==> config.mk <==
export PLATFORM = sky130hd
export DESIGN_NAME = excp_sequencer
export DESIGN_NICKNAME = d
export VERILOG_FILES = /design/src/rtl/excp_pkg.sv /design/src/rtl/excp_classify.sv /design/src/rtl/excp_target.sv /design/src/rtl/excp_sequencer.sv
export SDC_FILE = /design/constraint.sdc
export NUM_CORES = 1
export LEC_CHECK = 0
export ABC_CLOCK_PERIOD_IN_PS = 6700
export BUFFER_PORTS_ARGS = -buffer_cell sky130_fd_sc_hd__buf_2
export CORE_MARGIN = 2
export CORE_UTILIZATION = 40
export DETAILED_ROUTE_END_ITERATION = 12
export PLACE_DENSITY_LB_ADDON = 0.25
export SYNTH_ARGS = -nofsm -noshare
export SYNTH_HDL_FRONTEND = slang
export SYNTH_SLANG_ARGS = --single-unit
==> constraint.sdc <==
create_clock -name clk -period 6.7 [get_ports clk]
set_input_delay 1.005 -clock clk [delete_from_list [all_inputs] [get_ports clk]]
set_output_delay 1.005 -clock clk [all_outputs]
set_load 0.01 [all_outputs]
==> src/rtl/excp_pkg.sv <==
package excp_pkg;

  typedef enum logic [2:0] {
    CLS_NONE,
    CLS_RESET,
    CLS_NEXT,
    CLS_FAULT,
    CLS_TRAP,
    CLS_BAD
  } exc_cls_e;

  localparam int unsigned VEC_RESET   = 1;
  localparam int unsigned VEC_BUS     = 2;
  localparam int unsigned VEC_ALIGN   = 6;
  localparam int unsigned VEC_ILLEGAL = 7;
  localparam int unsigned VEC_RANGE   = 11;
  localparam int unsigned VEC_SYSCALL = 12;
  localparam int unsigned VEC_FPE     = 13;
  localparam int unsigned VEC_TRAP    = 14;

  localparam int unsigned SR_BIT_FO  = 15;
  localparam int unsigned SR_BIT_EPH = 14;
  localparam int unsigned SR_BIT_DSX = 13;

  localparam int unsigned VEC_SHIFT = 8;

endpackage

==> src/rtl/excp_classify.sv <==
module excp_classify
  import excp_pkg::*;
#(
  parameter int VEC_W = 5
) (
  input  logic             req_valid,
  input  logic [VEC_W-1:0] req_vec,
  output exc_cls_e         cls,
  output logic             is_illegal
);

  localparam logic [VEC_W-1:0] V_RESET   = VEC_W'(VEC_RESET);
  localparam logic [VEC_W-1:0] V_BUS     = VEC_W'(VEC_BUS);
  localparam logic [VEC_W-1:0] V_ALIGN   = VEC_W'(VEC_ALIGN);
  localparam logic [VEC_W-1:0] V_ILLEGAL = VEC_W'(VEC_ILLEGAL);
  localparam logic [VEC_W-1:0] V_RANGE   = VEC_W'(VEC_RANGE);
  localparam logic [VEC_W-1:0] V_SYSCALL = VEC_W'(VEC_SYSCALL);
  localparam logic [VEC_W-1:0] V_FPE     = VEC_W'(VEC_FPE);
  localparam logic [VEC_W-1:0] V_TRAP    = VEC_W'(VEC_TRAP);

  function automatic exc_cls_e vec_to_class(input logic [VEC_W-1:0] v);
    exc_cls_e c;
    case (v)
      V_RESET:                             c = CLS_RESET;
      V_SYSCALL, V_FPE:                    c = CLS_NEXT;
      V_BUS, V_ALIGN, V_ILLEGAL, V_RANGE:  c = CLS_FAULT;
      V_TRAP:                              c = CLS_TRAP;
      default:                             c = CLS_BAD;
    endcase
    return c;
  endfunction

  always_comb begin
    cls        = req_valid ? vec_to_class(req_vec) : CLS_NONE;
    is_illegal = req_valid && (req_vec == V_ILLEGAL);
  end

endmodule

==> src/rtl/excp_target.sv <==
module excp_target
  import excp_pkg::*;
#(
  parameter int XLEN  = 32,
  parameter int VEC_W = 5,
  parameter int SR_W  = 32
) (
  input  exc_cls_e         cls,
  input  logic [VEC_W-1:0] req_vec,
  input  logic [XLEN-1:0]  req_pc,
  input  logic             req_dslot,
  input  logic [SR_W-1:0]  sr_in,
  output logic [XLEN-1:0]  epc_next,
  output logic [XLEN-1:0]  handler_addr,
  output logic [SR_W-1:0]  sr_entry
);

  localparam logic [XLEN-1:0] WORD    = XLEN'(4);
  localparam logic [XLEN-1:0] HI_BASE = XLEN'(32'hF000_0000);

  // Move back one instruction word when the raising instruction is in a delay slot.
  function automatic logic [XLEN-1:0] slot_adjust(input logic [XLEN-1:0] pc,
                                                  input logic ds);
    return ds ? (pc - WORD) : pc;
  endfunction

  function automatic logic [XLEN-1:0] saved_pc(input exc_cls_e c,
                                               input logic [XLEN-1:0] pc,
                                               input logic ds);
    logic [XLEN-1:0] base;
    base = (c == CLS_NEXT) ? (pc + WORD) : pc;
    return slot_adjust(base, ds);
  endfunction

  function automatic logic [XLEN-1:0] vector_addr(input logic [VEC_W-1:0] v,
                                                  input logic hi);
    logic [XLEN-1:0] off;
    off = XLEN'(v) << VEC_SHIFT;
    return (hi ? HI_BASE : '0) + off;
  endfunction

  function automatic logic [SR_W-1:0] mark_slot(input logic [SR_W-1:0] sr,
                                                input logic ds);
    logic [SR_W-1:0] r;
    r = sr;
    r[SR_BIT_DSX] = ds;
    return r;
  endfunction

  always_comb begin
    epc_next     = saved_pc(cls, req_pc, req_dslot);
    handler_addr = vector_addr(req_vec, sr_in[SR_BIT_EPH]);
    sr_entry     = mark_slot(sr_in, req_dslot);
  end

endmodule

==> src/rtl/excp_sequencer.sv <==
module excp_sequencer
  import excp_pkg::*;
#(
  parameter int XLEN  = 32,
  parameter int VEC_W = 5,
  parameter int SR_W  = 32
) (
  input  logic             clk,
  input  logic             rst_n,
  input  logic             req_valid,
  input  logic [VEC_W-1:0] req_vec,
  input  logic [XLEN-1:0]  req_pc,
  input  logic             req_dslot,
  input  logic [SR_W-1:0]  sr_in,
  input  logic             rfe,
  output logic             redir_valid,
  output logic [XLEN-1:0]  redir_addr,
  output logic             sr_wr_valid,
  output logic [SR_W-1:0]  sr_wr_data,
  output logic             nds_clear,
  output logic             halt_valid,
  output logic [XLEN-1:0]  halt_pc,
  output logic             vec_err,
  output logic [XLEN-1:0]  epcr,
  output logic [SR_W-1:0]  esr,
  output logic [XLEN-1:0]  eear
);

  localparam logic [SR_W-1:0] FO_MASK = SR_W'(1) << SR_BIT_FO;

  exc_cls_e        cls;
  logic            is_illegal;
  logic [XLEN-1:0] epc_next;
  logic [XLEN-1:0] handler_addr;
  logic [SR_W-1:0] sr_entry;

  // Named internal events, shared by the state logic and the assertions.
  logic take_entry;
  logic take_reset_vec;
  logic take_trap;
  logic take_bad;
  logic take_rfe;

  excp_classify #(.VEC_W(VEC_W)) u_classify (
    .req_valid  (req_valid),
    .req_vec    (req_vec),
    .cls        (cls),
    .is_illegal (is_illegal)
  );

  excp_target #(.XLEN(XLEN), .VEC_W(VEC_W), .SR_W(SR_W)) u_target (
    .cls          (cls),
    .req_vec      (req_vec),
    .req_pc       (req_pc),
    .req_dslot    (req_dslot),
    .sr_in        (sr_in),
    .epc_next     (epc_next),
    .handler_addr (handler_addr),
    .sr_entry     (sr_entry)
  );

  always_comb begin
    take_entry     = (cls == CLS_RESET) || (cls == CLS_NEXT) || (cls == CLS_FAULT);
    take_reset_vec = (cls == CLS_RESET);
    take_trap      = (cls == CLS_TRAP);
    take_bad       = (cls == CLS_BAD);
    take_rfe       = rfe && !req_valid;
  end

  // One-cycle pulse outputs and their data.
  always_ff @(posedge clk) begin
    if (!rst_n) begin
      redir_valid <= 1'b0;
      redir_addr  <= '0;
      sr_wr_valid <= 1'b0;
      sr_wr_data  <= '0;
      nds_clear   <= 1'b0;
      halt_valid  <= 1'b0;
      halt_pc     <= '0;
      vec_err     <= 1'b0;
    end else begin
      redir_valid <= take_entry || take_rfe;
      sr_wr_valid <= take_entry || take_rfe;
      nds_clear   <= take_entry || take_rfe;
      halt_valid  <= take_trap;
      vec_err     <= take_bad;
      if (take_entry) begin
        redir_addr <= handler_addr;
        sr_wr_data <= sr_entry;
      end else if (take_rfe) begin
        redir_addr <= epcr;
        sr_wr_data <= esr | FO_MASK;
      end
      if (take_trap) halt_pc <= req_pc;
    end
  end

  // Held architectural registers.
  always_ff @(posedge clk) begin
    if (!rst_n) begin
      epcr <= '0;
      esr  <= '0;
      eear <= '0;
    end else begin
      if (take_entry) esr <= sr_in;
      if (take_entry && !take_reset_vec) epcr <= epc_next;
      if (is_illegal) eear <= req_pc;
    end
  end

  assert_reset_quiet_R1: assert property (@(posedge clk)
    $past(!rst_n) |-> (!redir_valid && !halt_valid && !vec_err && epcr == '0));

  assert_shadow_copy_R5: assert property (@(posedge clk) disable iff (!rst_n)
    take_entry |=> (esr == $past(sr_in)) && sr_wr_valid);

  assert_dsx_mark_R5: assert property (@(posedge clk) disable iff (!rst_n)
    take_entry |=> sr_wr_data[SR_BIT_DSX] == $past(req_dslot));

  assert_handler_addr_R6: assert property (@(posedge clk) disable iff (!rst_n)
    take_entry |=> redir_valid && redir_addr == $past(handler_addr));

  assert_reset_keeps_epc_R4: assert property (@(posedge clk) disable iff (!rst_n)
    take_reset_vec |=> $stable(epcr));

  assert_trap_no_redirect_R8: assert property (@(posedge clk) disable iff (!rst_n)
    take_trap |=> halt_valid && !redir_valid && !sr_wr_valid && $stable(esr) && $stable(epcr));

  assert_bad_no_action_R11: assert property (@(posedge clk) disable iff (!rst_n)
    take_bad |=> vec_err && !redir_valid && !halt_valid && $stable(epcr) && $stable(esr) && $stable(eear));

  assert_rfe_restore_R9: assert property (@(posedge clk) disable iff (!rst_n)
    take_rfe |=> redir_addr == $past(epcr) && sr_wr_data[SR_BIT_FO] && sr_wr_valid);

  assert_nds_with_redirect_R10: assert property (@(posedge clk) disable iff (!rst_n)
    nds_clear |-> redir_valid);

  assert_single_event_R12: assert property (@(posedge clk) disable iff (!rst_n)
    $onehot0({redir_valid, halt_valid, vec_err}));

  assert_eear_only_illegal_R7: assert property (@(posedge clk) disable iff (!rst_n)
    (!is_illegal) |=> $stable(eear));

endmodule

; Word-level counts from Yosys, hierarchy flattened
; Memories as Yosys holds them, arrays and structs flattened.
; Index checks and enable logic that the tools add are counted.
[totals]
reg_bits = 195
mem_count = 1
in_bits = 74
output_inout_bits = 197
romBits = 48
wordCells = 37
[mem_list]
columns = memory, depth, width, rd, rd_clocked_by_memory_dff, write_ports, line_no
row1 = (name not given), 16, 3, 1, 0, 0, excp_classify.sv:23  ; case (v)
[classes]
add_sub_neg = 3
n_eq_ne = 6
mux = 9
reduce_logical = 9
[op_table]
columns = cell, n
row1 = 32-bit two-way mux, 7
row2 = 32-bit by 13-bit adder with 32-bit output, 1
row3 = "32-bit by 3-bit adder with 32-bit output, second input constant", 1
row4 = "32-bit by 3-bit subtractor with 32-bit output, second input constant", 1
row5 = "3-bit by 2-bit equality test with 1-bit output, second input constant", 2
row6 = "3-bit equality test, second input constant", 2
row7 = 3-bit two-way mux, 2
row8 = "5-bit by 3-bit equality test with 1-bit output, second input constant", 1
row9 = "3-bit by 1-bit equality test with 1-bit output, second input constant", 1
row10 = 1-bit logical AND, 3
row11 = 1-bit logical OR, 3
row12 = 1-bit logical NOT, 2
row13 = 2-bit nonzero test, 1

; Depth between registers and ports, before layout
; Gate-level depths: netlist of run 1.
; An unclocked memory read counts as a cell.
[depth]
depth_word = 7
ltp_mapped = 14
mapped_depth_nobuf = 13

; By module
; Synthesis of run 1 repeated with hierarchy kept, for this count alone.
[unflattened]
cells_unflattened = 1241
hier_area_um2 = 9930.8
[by_module_without_submodules]
columns = mod, instances, area_per_inst_um2, seq_area_each_um2, cells_per_inst
row1 = excp_sequencer, 1, 7534.7, 3903.7, 889
row2 = excp_target, 1, 2267.2, 0.0, 333
row3 = excp_classify, 1, 128.9, 0.0, 19

; Worst setup path before layout of run 1
; Ideal clock, no wire load.
[synth_path]
path_type = input to register
startpoint = input req_vec[0]
endpoint = register epcr[22]
path_buffers = 1
arrival_ps = 3656
setup_ps = 113
stages = 14
required_time_ps = 6587
setup_slack_ps = 2931
path_cell_list = ha_1 > and3b_1 > buf_2 > nand2_1 > xor2_1 > ha_1 > nand2_1 > a311oi_1 > a31oi_1 > nor4_2 > nand4_1 > or3_1 > nand3_1 > nand2_1
[synth_between]
elab_chain_len = 7
elab_cells_between_ends = 13
cone_classes = add/sub (1) / eq/ne (3) / mux (4) / reduce/logical (4) / memory (1)
[synth_rtl]
columns = item, line_no
row1 = from (decl), excp_sequencer.sv:11  ; input logic [VEC_W-1:0] req_vec,
row2 = memory 16 x 3 bit (*), --
row3 = 3-bit two-way mux (*), excp_classify.sv:23
row4 = 3-bit two-way mux (*), excp_classify.sv:34  ; cls = req_valid ? vec_to_class(req_vec) : CLS_NONE;
row5 = 3-bit by 2-bit equality test with 1-bit output / 3-bit by 1-bit equality test with 1-bit output (equally long branches), "excp_target.sv:31, excp_sequencer.sv:63, excp_sequencer.sv:64"
row6 = 32-bit two-way mux / 1-bit logical OR (equally long branches), "excp_target.sv:31, excp_sequencer.sv:63"
row7 = 32-bit by 3-bit subtractor with 32-bit output / 1-bit logical OR (equally long branches), "excp_target.sv:24, excp_sequencer.sv:63"
row8 = 32-bit two-way mux / 1-bit logical AND (equally long branches), "excp_target.sv:24, excp_sequencer.sv:106"
row9 = to (signal assigned), excp_sequencer.sv:106  ; if (take_entry && !take_reset_vec) epcr <= epc_next;
row10 = to (decl), excp_sequencer.sv:24  ; output logic [XLEN-1:0] epcr,
; Mark *: on every way between the ends. The rest lies on a longest branch, timed or not.
; A chain may end at the register's enable or synchronous reset.

; Final worst setup path of run 1
[layout_path]
startpoint = input req_vec[1]
endpoint = register epcr[22]
; The elaborated chain is that of the path after synthesis.

==> results of run 1 <==
## final timing paths
path | from | endpoint | slack (ns) | depth (start not counted)
worst max-delay path | req_vec[1] | epcr[22]$_SDFFE_PN0P_ | 2.73 | 14
worst min-delay path | redir_addr[20]$_SDFFE_PN0P_ | redir_addr[20]$_SDFFE_PN0P_ | 0.45 | 2
worst max register to register | epcr[8]$_SDFFE_PN0P_ | redir_addr[8]$_SDFFE_PN0P_ | 5.88 | 3
worst min register to register | redir_addr[20]$_SDFFE_PN0P_ | redir_addr[20]$_SDFFE_PN0P_ | 0.45 | 2
## logic make-up after synthesis
group	count (synthesis)
simple gates	594
mux	10
compound gates	242
xor+xnor	43
buf+inv	106
fa+ha+maj	4
flops	195
## per-layer routing
metal / up-vias / wire (µm) / GRT usage
met5: - / 0 / 0
met3: 22 / 2060 / 0.0631
met2: 292 / 13000 / 0.365
met1: 4143 / 13200 / 0.295
met4: 0 / 349 / 0.0494
li1: 4473 / - / -
## cells in the final DEF (no fill, tap or decap), types with 4 or more instances in the layout
master / netlist / routed
or2_2: 4 / 4
nor2_1: 22 / 22
o211ai_1: 8 / 8
inv_1: 4 / 4
o211a_1: 32 / 32
nor3_1: 15 / 14
and2_1: 11 / 11
buf_4: 3 / 13
xnor2_1: 24 / 24
a31oi_1: 11 / 11
dfxtp_1: 195 / 195
clkbuf_16: 0 / 17
nor4_2: 5 / 5
o21ai_0: 18 / 18
nor4_1: 5 / 5
buf_2: 7 / 269
inv_8: 0 / 4
or3_1: 6 / 6
nand2b_1: 8 / 7
xor2_1: 19 / 19
a21oi_1: 28 / 28
nand4_1: 11 / 11
o21ai_1: 4 / 4
a21boi_0: 110 / 110
and3_1: 13 / 13
nand3_1: 75 / 75
nand2_1: 381 / 381
and4_1: 5 / 5
mux2i_1: 8 / 8
ha_1: 4 / 4
## state kept, by name, indices dropped and copies added (netlist names)
signal / flops
eear: 32
halt_valid: 1
vec_err: 1
halt_pc: 32
nds_clear: 1
redir_addr: 32
epcr: 32
esr: 32
sr_wr_data: 32
## power by group through the flow
stage	logic [µW]	clock network, µW	registers, µW
final	294	1040	1220
after global routing	324	1120	1220
after CTS	295	1080	1220
after detailed placement	293	0	1240
after global placement	291	0	1240
after floorplan	166	0	1260
## cell type report
| class | instances | area, µm² |
|---|---|---|
| Clock buffer | 18 | 429 |
| Clock inverter | 14 | 166 |
| Fill cell | 2369 | 11800 |
| Inverter | 4 | 15.0 |
| Multi-Input combinational cell | 893 | 5130 |
| Sequential cell | 195 | 3900 |
| Tap cell | 319 | 399 |
| Timing Repair Buffer | 282 | 1440 |
## through the flow
step                total power, µW   util
floorplan                      1420      -
global placement               1530  0.467
detailed placement             1540  0.467
CTS                            2590  0.492
global route                   2660  0.492
finish                         2550  0.492
## worst register-to-register path: cells and delay by family, from the launching register on
family / cells / cell delay, ns
flops: 1 / 0.36
simple gates: 3 / 0.36
==> impl_results.md, run 1 <==
* Status: finished, final reports clean
* Post-route ant nets at 0
* Register share of total power at 0.476
* Commonest cells post-synth: nand2_1 (381), dfxtp_1 (195), a21boi_0 (110)
* Endpoint class of the critical path: register
* Post-DP HPWL at around 20000 µm
* Net switching fraction of the power at 0.281
* Num CTS Buffers at 17
* CTS HTree Levels at 4
* CP arrival at 4.30 ns
* Synth Instances at 1194
* Max-Cap Viols at 0
* Seq/Total Area, Yosys at 0.414
* Cell Count, Final, Fillers Out at roughly 1700
* CTS-repair resized insts at 0
* Iteration-0 DRC Markers at 662
* Die H at around 160 µm
* First-pass GRT wire length at ~44000 µm
* Mux contribution to synthesized area at 0.0109
* Cell family with most CP delay: simple AND/OR/NAND/NOR gates
* Buffers on Ports at between 200 and 300
* Async SR Flop Fraction at 0
* CP Cell Sequence: buf_2 > ha_1 > and3b_1 > nand2_1 > xor2_1 > ha_1 > nand2_1 > a311oi_1 > a31oi_1 > nor4_2 > nand4_1 > or3_1 > nand3_1 > nand2_1
* Final instance area at approximately 0.011 mm²
* Post-synth EDFFs at 0
* DR vias/cell at between 5 and 6
* Crit path max fanout at 9
* Rel. slew slack at 0.394
* DR WL/cell at 16.6 µm
* First-pass DRT Iterations at 6
* Post-Place Setup Slack at approximately 2.4 ns
* Synth top area share at 0.414
* Net count, final at 1471
* GRT Residual Overflow at 0
* Synth area leaders: dfxtp_1 (41%), nand2_1 (15%), a21boi_0 (8.8%)
* Core ar. at about 0.023 mm²
* Setup Fix Bufs, Post-CTS at 0
* Area grow syn2layout at 21.8%
* FF+latch count, synth at between 150 and 200
* Power per Cell Area at 222 mW/mm²
* Initial Utilization at 0.404
* Max Transition Viols Final at 0
* Post-route setup TNS at 0 ns
* Vias in the first global route at between 8000 and 9000
* Clk_lat worst skew at about 0.43 ns
* Ant. Diodes at 0
* Final Critical Period at between 3 and 4 ns
* Inst Count DP at around 1700
* Clock root buffer master: clkbuf_16
* Lkg Pwr at between 0.004 and 0.005 µW
* RSZ-0062 raised after global routing: false
* Compound-Gate Fraction of Synth Area at 0.192
* Synth Area in Simple Gates at 0.293
* Adder-Cell Fraction of Synth Area at 0.00531
* Xor and xnor area share after synthesis at 0.0399
* Mapped cell area at approximately 0.0094 mm²
* Total wire length at about 29000 µm
* Die ar. at 0.0248 mm²
* Largest net degree at the start of global routing at 65
* Worst Path Buf+Inv at 1
* TritonCTS clock tree: done
* CP peak stage delay at approximately 0.47 ns
* Initial antenna violation count at 0
* DRC at 0
* Largest family of logic cells by synthesized area: simple AND/OR/NAND/NOR gates
* Final setup fails at 0
* Yosys top cell by area: dfxtp_1
* Max Clock Skew at around 0.0064 ns
* Clock-pin slew on the worst setup and hold paths at ~0.08 ns
* Number of top-level pins at between 200 and 300
* Main synth FF type: dfxtp_1
* GRT Util Overall at 0.224
* Hold buffers post-CTS at 0
* Layout cells sized above 1 at 0.246
* Post-synthesis net count at around 1300
* Most frequent CP cell: nand2_1
* VDD IR max at 0.127 mV
* Top-count cell post-synth: nand2_1
* Placed instance area at approximately 0.011 mm²
* Final period util at 0.592
* Clock sinks at around 200
* Clock share of power at 0.409
* Gp weighted congestion at approximately 0.86
* Slowest CP cell: nor4_2
* Internal at ~1800 µW
* Via count at 8930
* Worst hold slack at between 0.4 and 0.5 ns
* Die Width at approximately 160 µm
* Post-synthesis cell type count at 74
* Hold Path Class: reg2reg
* Worst Path Class, Setup: in2reg
* Worst Slack Setup Final at roughly 2.7 ns
* YS warnings at 0
* Num rows at 56
* Startpoint types: primary input
* Gate power share at 0.115
* Syn avg cell area at slightly below 8 µm²
* WP data required at around 7 ns
* Worst slew pin tran at around 0.91 ns
* FMAX at between 200 and 300 MHz
* NetSw at between 700 and 800 µW
* CTS Buffer Depth at 2
* Final hold violations at 0
No activity file was read; power rests on OpenSTA's default activity.
==> inputs of run 2 (changes only) <==
ABC_CLOCK_PERIOD_IN_PS = 4000   (was 6700)
clock period = 4 ns   (was 6.7 ns; I/O delays follow)
==> run 2 against run 1 <==
Against the previous run:
- global-route usage rose by 0.48 points
- first-iteration DRC count up 7.1%
- sequential cell count unchanged
- clock power grew 65%
- sequential share of layout area fell by 0.11 points
- cell area increased by 0.34%
- via count grew 0.10%
- critical path depth is 1 higher
- power up 67%
- sequential power increased by 67%
- routed wire length rose by 0.59%
- critical endpoint is now epcr[24]$_SDFFE_PN0P_
==> impl_results.md, run 2 (synthesized netlist as in run 1, its figures left out) <==
* Status: finished, final reports clean
* Clock root buffer master: clkbuf_16
* Core ar. at about 0.023 mm²
* CTS-repair resized insts at 0
* GRT Util Overall at 0.229
* Largest net degree at the start of global routing at 71
* FMAX at between 200 and 300 MHz
* DRC at 0
* Filler cells at about 2400
* CTS HTree Levels at 4
* Max Clock Skew at just under 0.01 ns
* Total wire length at roughly 29000 µm
* Initial antenna violation count at 0
* TritonCTS clock tree: done
* Worst r2r dst: redir_addr[10]$_SDFFE_PN0P_
* Die H at approximately 160 µm
* Final Critical Period at ~3.4 ns
* DR WL/cell at between 15 and 20 µm
* DR vias/cell at around 5.2
* Post-route setup TNS at 0 ns
* Final period util at 0.855
* CP peak stage delay at about 0.57 ns
* GRT Residual Overflow at 0
* Area grow syn2layout at 22.2%
* Power per Cell Area at between 300 and 400 mW/mm²
* Post-route ant nets at 0
* RSZ-0062 raised after global routing: false
* Commonest non-fill, non-tap cell in the layout: nand2_1
* Clk_lat worst skew at ~0.44 ns
* Most frequent cells in the layout: nand2_1 (381), buf_2 (269), dfxtp_1 (195), a21boi_0 (110), nand3_1 (75)
* Initial Utilization at 0.404
* Slowest CP cell: nor3_1
* Die Width at roughly 160 µm
* Worst hold stages at 2
* Net count, final at 1478
* Max-Cap Viols at 0
* Worst Path Buf+Inv at 2
* Clock sinks at approximately 200
* Placed instance area at 0.0109 mm²
* Vias in the first global route at between 8000 and 9000
* CP Cell Sequence: buf_2 > ha_1 > and3b_1 > nand2_1 > mux2i_1 > ha_1 > nand2_1 > a311oi_1 > a31oi_1 > buf_4 > nor3_1 > a311o_1 > nand2_1 > o21a_1 > o211ai_1
* Crit path max fanout at 9
* Final instance area at 0.0115 mm²
* Die ar. at between 0.02 and 0.025 mm²
* Layout cells sized above 1 at 0.250
* Lkg Pwr at between 0.005 and 0.006 µW
* Final Util at 0.494
* WP data required at between 4 and 5 ns
* Endpoint class of the critical path: register
* Iteration-0 DRC Markers at 709
* Via count at between 8000 and 9000
* Hold Startpoint: sr_in[16]
* Hold endpoint: sr_wr_data[16]$_SDFFE_PN0P_
* First-pass GRT wire length at approximately 45000 µm
* Worst Path Class, Setup: in2reg
* Hold buffers post-CTS at 0
* Number of top-level pins at about 270
* Startpoint types: primary input
* Gp weighted congestion at between 0.8 and 0.9
* Most frequent CP cell: nand2_1
* Setup Fix Bufs, Post-CTS at 0
* Num rows at 56
* Cell family with most CP delay: simple AND/OR/NAND/NOR gates
* Hold Path Class: in2reg
* Worst slew pin tran at a little under 1 ns
* CP arrival at 3.78 ns
* VDD IR max at 0.241 mV
* Max Transition Viols Final at 0
* Worst r2r src: epcr[10]$_SDFFE_PN0P_
* Buffers on Ports at 270
* Final setup fails at 0
* First-pass DRT Iterations at 5
* Final hold violations at 0
* Post-DP HPWL at ~21000 µm
* Ant. Diodes at 0
* Rel. slew slack at 0.355
* FF-to-FF setup slack at ~3.2 ns
* Worst R2R Path Depth at 3
* Num CTS Buffers at 17
* Clock-pin slew on the worst setup and hold paths at around 0.08 ns
* CTS Buffer Depth at 2
## run 2: worst max path at each step
stage	from	end	slack, ns	depth (start not counted)
6_report	req_vec[1]	epcr[24]$_SDFFE_PN0P_	0.58	15
5_1_grt	req_valid	epcr[28]$_SDFFE_PN0P_	0.28	13
4_1_cts	req_vec[1]	epcr[24]$_SDFFE_PN0P_	0.60	15
3_5_place_dp	req_vec[1]	epcr[24]$_SDFFE_PN0P_	0.17	15
3_3_place_gp	req_vec[1]	epcr[12]$_SDFFE_PN0P_	0.18	15
2_1_floorplan	req_vec[0]	epcr[22]$_SDFFE_PN0P_	0.64	14
## run 2: routing by layer
metal | track usage | share of wire
met4 | 0.0476 | 0.0076
met2 | 0.367 | 0.46
met5 | 0 | 0
met3 | 0.0573 | 0.066
met1 | 0.312 | 0.47
## run 2: area by class of cell
type	instances	area (µm²)	area share
clock buffers	18	429	0.0372
well taps	319	399	0.0346
repair buffers	289	1500	0.130
flip-flops and latches	195	3900	0.339
inverters	4	15.0	0.00130
clock inverters	14	153	0.0132
multi-input cells	893	5130	0.445
## run 2: where the power goes
part | switching [µW] | total (µW) | internal [µW]
Clock | 878 | 1720 | 844
Combinational | 311 | 494 | 183
Sequential | 38.8 | 2040 | 2000
Total | 1230 | 4250 | 3030
## run 2: metrics by stage
stage | std cells | worst slack, ns | power, µW | hold slack [ns]
after detailed placement | 1700 | 0.170 | 2580 | 0.447
after CTS | 1732 | 0.604 | 4310 | 0.393
after floorplan | 1194 | 0.636 | 2380 | 0.481
final | 1732 | 0.579 | 4250 | 0.415
after global routing | 1732 | 0.276 | 4440 | 0.388
after global placement | 1700 | 0.182 | 2580 | 0.439
==> inputs of run 3 (changes only) <==
ABC_CLOCK_PERIOD_IN_PS = 3300   (was 4000)
clock period = 3.3 ns   (was 4 ns; I/O delays follow)
==> run 3 against run 2 <==
Against the previous run:
- power increased by 23%
- clock power is 24% higher
- clock skew up 0.0010 ns
- sequential cell count unchanged
- sequential share of layout area decreased by 0.79 points
- via count increased by 2.0%
- non-clock buffer count grew 30
- global-route usage shrank 0.18 points
- critical endpoint is now epcr[20]$_SDFFE_PN0P_
- largest power group unchanged
- highest routed layer unchanged
==> impl_results.md, run 3 (synthesized netlist as in run 1, its figures left out) <==
* VDD IR max at about 0.28 mV
* Max Transition Viols Final at 0
* FF-to-FF setup slack at 2.51 ns
* Hold buffers post-CTS at 0
* RSZ-0062 raised after global routing: false
* Number of top-level pins at around 270
* GRT Residual Overflow at 0
* Rel. slew slack at 0.492
* Worst hold slack at 0.309 ns
* TritonCTS clock tree: done
* Net count, final at about 1500
* Vias in the first global route at roughly 8400
* Post-route ant nets at 0
* Worst Path Class, Setup: in2reg
* CTS Buffer Depth at 2
* Hold endpoint: sr_wr_data[21]$_SDFFE_PN0P_
* Hold Path Class: in2reg
* First-pass GRT wire length at 45000 µm
* Register share of total power at 0.472
* Endpoint class of the critical path: register
* Most frequent cells in the layout: nand2_1 (381), buf_2 (269), dfxtp_1 (195), a21boi_0 (110), nand3_1 (75)
* Cell family with most CP delay: simple AND/OR/NAND/NOR gates
* DR WL/cell at around 16 µm
* Initial Utilization at 0.404
* Num CTS Buffers at 17
* Internal at ~3700 µW
* Initial antenna violation count at 0
* Crit path max fanout at 4
* Max Clock Skew at around 0.011 ns
* Clock share of power at 0.409
* Gp weighted congestion at ~0.9
* First-pass DRT Iterations at 5
* Core ar. at roughly 0.023 mm²
* DR vias/cell at 5.18
* Worst r2r dst: redir_addr[9]$_SDFFE_PN0P_
* Buffers on Ports at 270
* CP peak stage delay at about 0.30 ns
* Final setup fails at 0
* FMAX at approximately 350 MHz
* Top sig layer: met4
* Die ar. at between 0.02 and 0.025 mm²
* Worst r2r src: epcr[9]$_SDFFE_PN0P_
* Status: finished, final reports clean
* Max-Cap Viols at 0
* Slowest CP cell: nor4_2
* DRC at 0
* Total wire length at roughly 29000 µm
* Power per Cell Area at 443 mW/mm²
* WL met1 at about 13000 µm
* WP data required at around 3.7 ns
* Worst R2R Path Depth at 3
* Largest net degree at the start of global routing at 69
* Clock root buffer master: clkbuf_16
* Area grow syn2layout at 25.1%
* GRT Util Overall at 0.227
* Final Util at 0.506
* Commonest non-fill, non-tap cell in the layout: nand2_1
* Clock sinks at ~200
* Ant. Diodes at 0
* CP Cell Sequence: buf_2 > ha_1 > and3b_1 > nand2_1 > mux2i_1 > ha_1 > nand2_1 > a311oi_1 > a31oi_1 > nor4_2 > buf_4 > nand4_1 > buf_4 > mux2i_1 > nand4b_1 > o211ai_1
* Metal2 WL at 13500 µm
* Worst hold stages at 2
* Worst Path Buf+Inv at 3
* Hold Startpoint: sr_in[21]
* Clock-pin slew on the worst setup and hold paths at about 0.08 ns
* CTS-repair resized insts at 0
* Die H at between 150 and 200 µm
* Final period util at 0.866
* Num rows at 56
* Post-Place Setup Slack at about 0.013 ns
* Final Critical Period at between 2 and 3 ns
* Die Width at between 150 and 200 µm
* NetSw at roughly 1500 µW
* Via count at 9119
* Gate power share at 0.119
* Routed met3 length at between 2000 and 2500 µm
* Setup Fix Bufs, Post-CTS at 0
* Iteration-0 DRC Markers at 764
* Lkg Pwr at between 0.005 and 0.006 µW
* CTS HTree Levels at 4
* Inst Count DP at approximately 1700
* Net switching fraction of the power at 0.284
* Post-route setup TNS at 0 ns
* WP depth at 16
* Final hold violations at 0
* Layout cells sized above 1 at 0.266
* CP arrival at around 3.2 ns
* Worst slew pin tran at 0.754 ns
* Worst Slack Setup Final at 0.441 ns
* Post-DP HPWL at approximately 21000 µm
* Cell Count, Final, Fillers Out at between 1500 and 2000
* Startpoint types: primary input
* Clk_lat worst skew at around 0.44 ns
run 3: layout make-up:
cell class                 instances  area (µm²)
sequential                       195        3900
timing repair buffer             319        1760
multi-input combinational        893        5130
clock buffer                      17         425
clock inverter                    15         170
fill                            2319       11500
inverter                           4        15.0
tap                              319         399
run 3: through the flow:
stage	cell area, µm²	power (µW)
final	11800	5230
after global placement	11200	3140
after global routing	11800	5450
after detailed placement	11200	3150
after floorplan	9430	2890
after CTS	11800	5290
run 3: metal layers:
metal	vias to the layer above	track usage
li1	4553	-
met1	4250	0.297
met2	288	0.381
met3	28	0.0531
met4	0	0.0506
met5	-	0
run 3: worst register-to-register path, delay by kind of cell, from the launching register on:
family | cells | cell delay (ns)
AO/OA/AOI/OAI | 1 | 0.15
flip-flops | 1 | 0.42
AND/OR/NAND/NOR | 2 | 0.17
run 3: worst max-delay path by stage:
| stage | start | to | slack (ns) |
|---|---|---|---|
| 6_report | req_vec[0] | epcr[20]$_SDFFE_PN0P_ | 0.44 |
| 5_1_grt | req_vec[0] | epcr[20]$_SDFFE_PN0P_ | 0.15 |
| 4_1_cts | req_vec[0] | epcr[20]$_SDFFE_PN0P_ | 0.46 |
| 3_5_place_dp | req_vec[0] | epcr[20]$_SDFFE_PN0P_ | 0.01 |
| 3_3_place_gp | req_vec[0] | epcr[20]$_SDFFE_PN0P_ | 0.09 |
| 2_1_floorplan | req_vec[0] | epcr[22]$_SDFFE_PN0P_ | 0.04 |
run 3: power by group through the flow:
stage	registers [µW]	clock network, µW	logic (µW)
after floorplan	2550	0	336
after global routing	2480	2280	693
after CTS	2470	2200	626
final	2470	2140	625
after global placement	2530	0	618
after detailed placement	2530	0	624
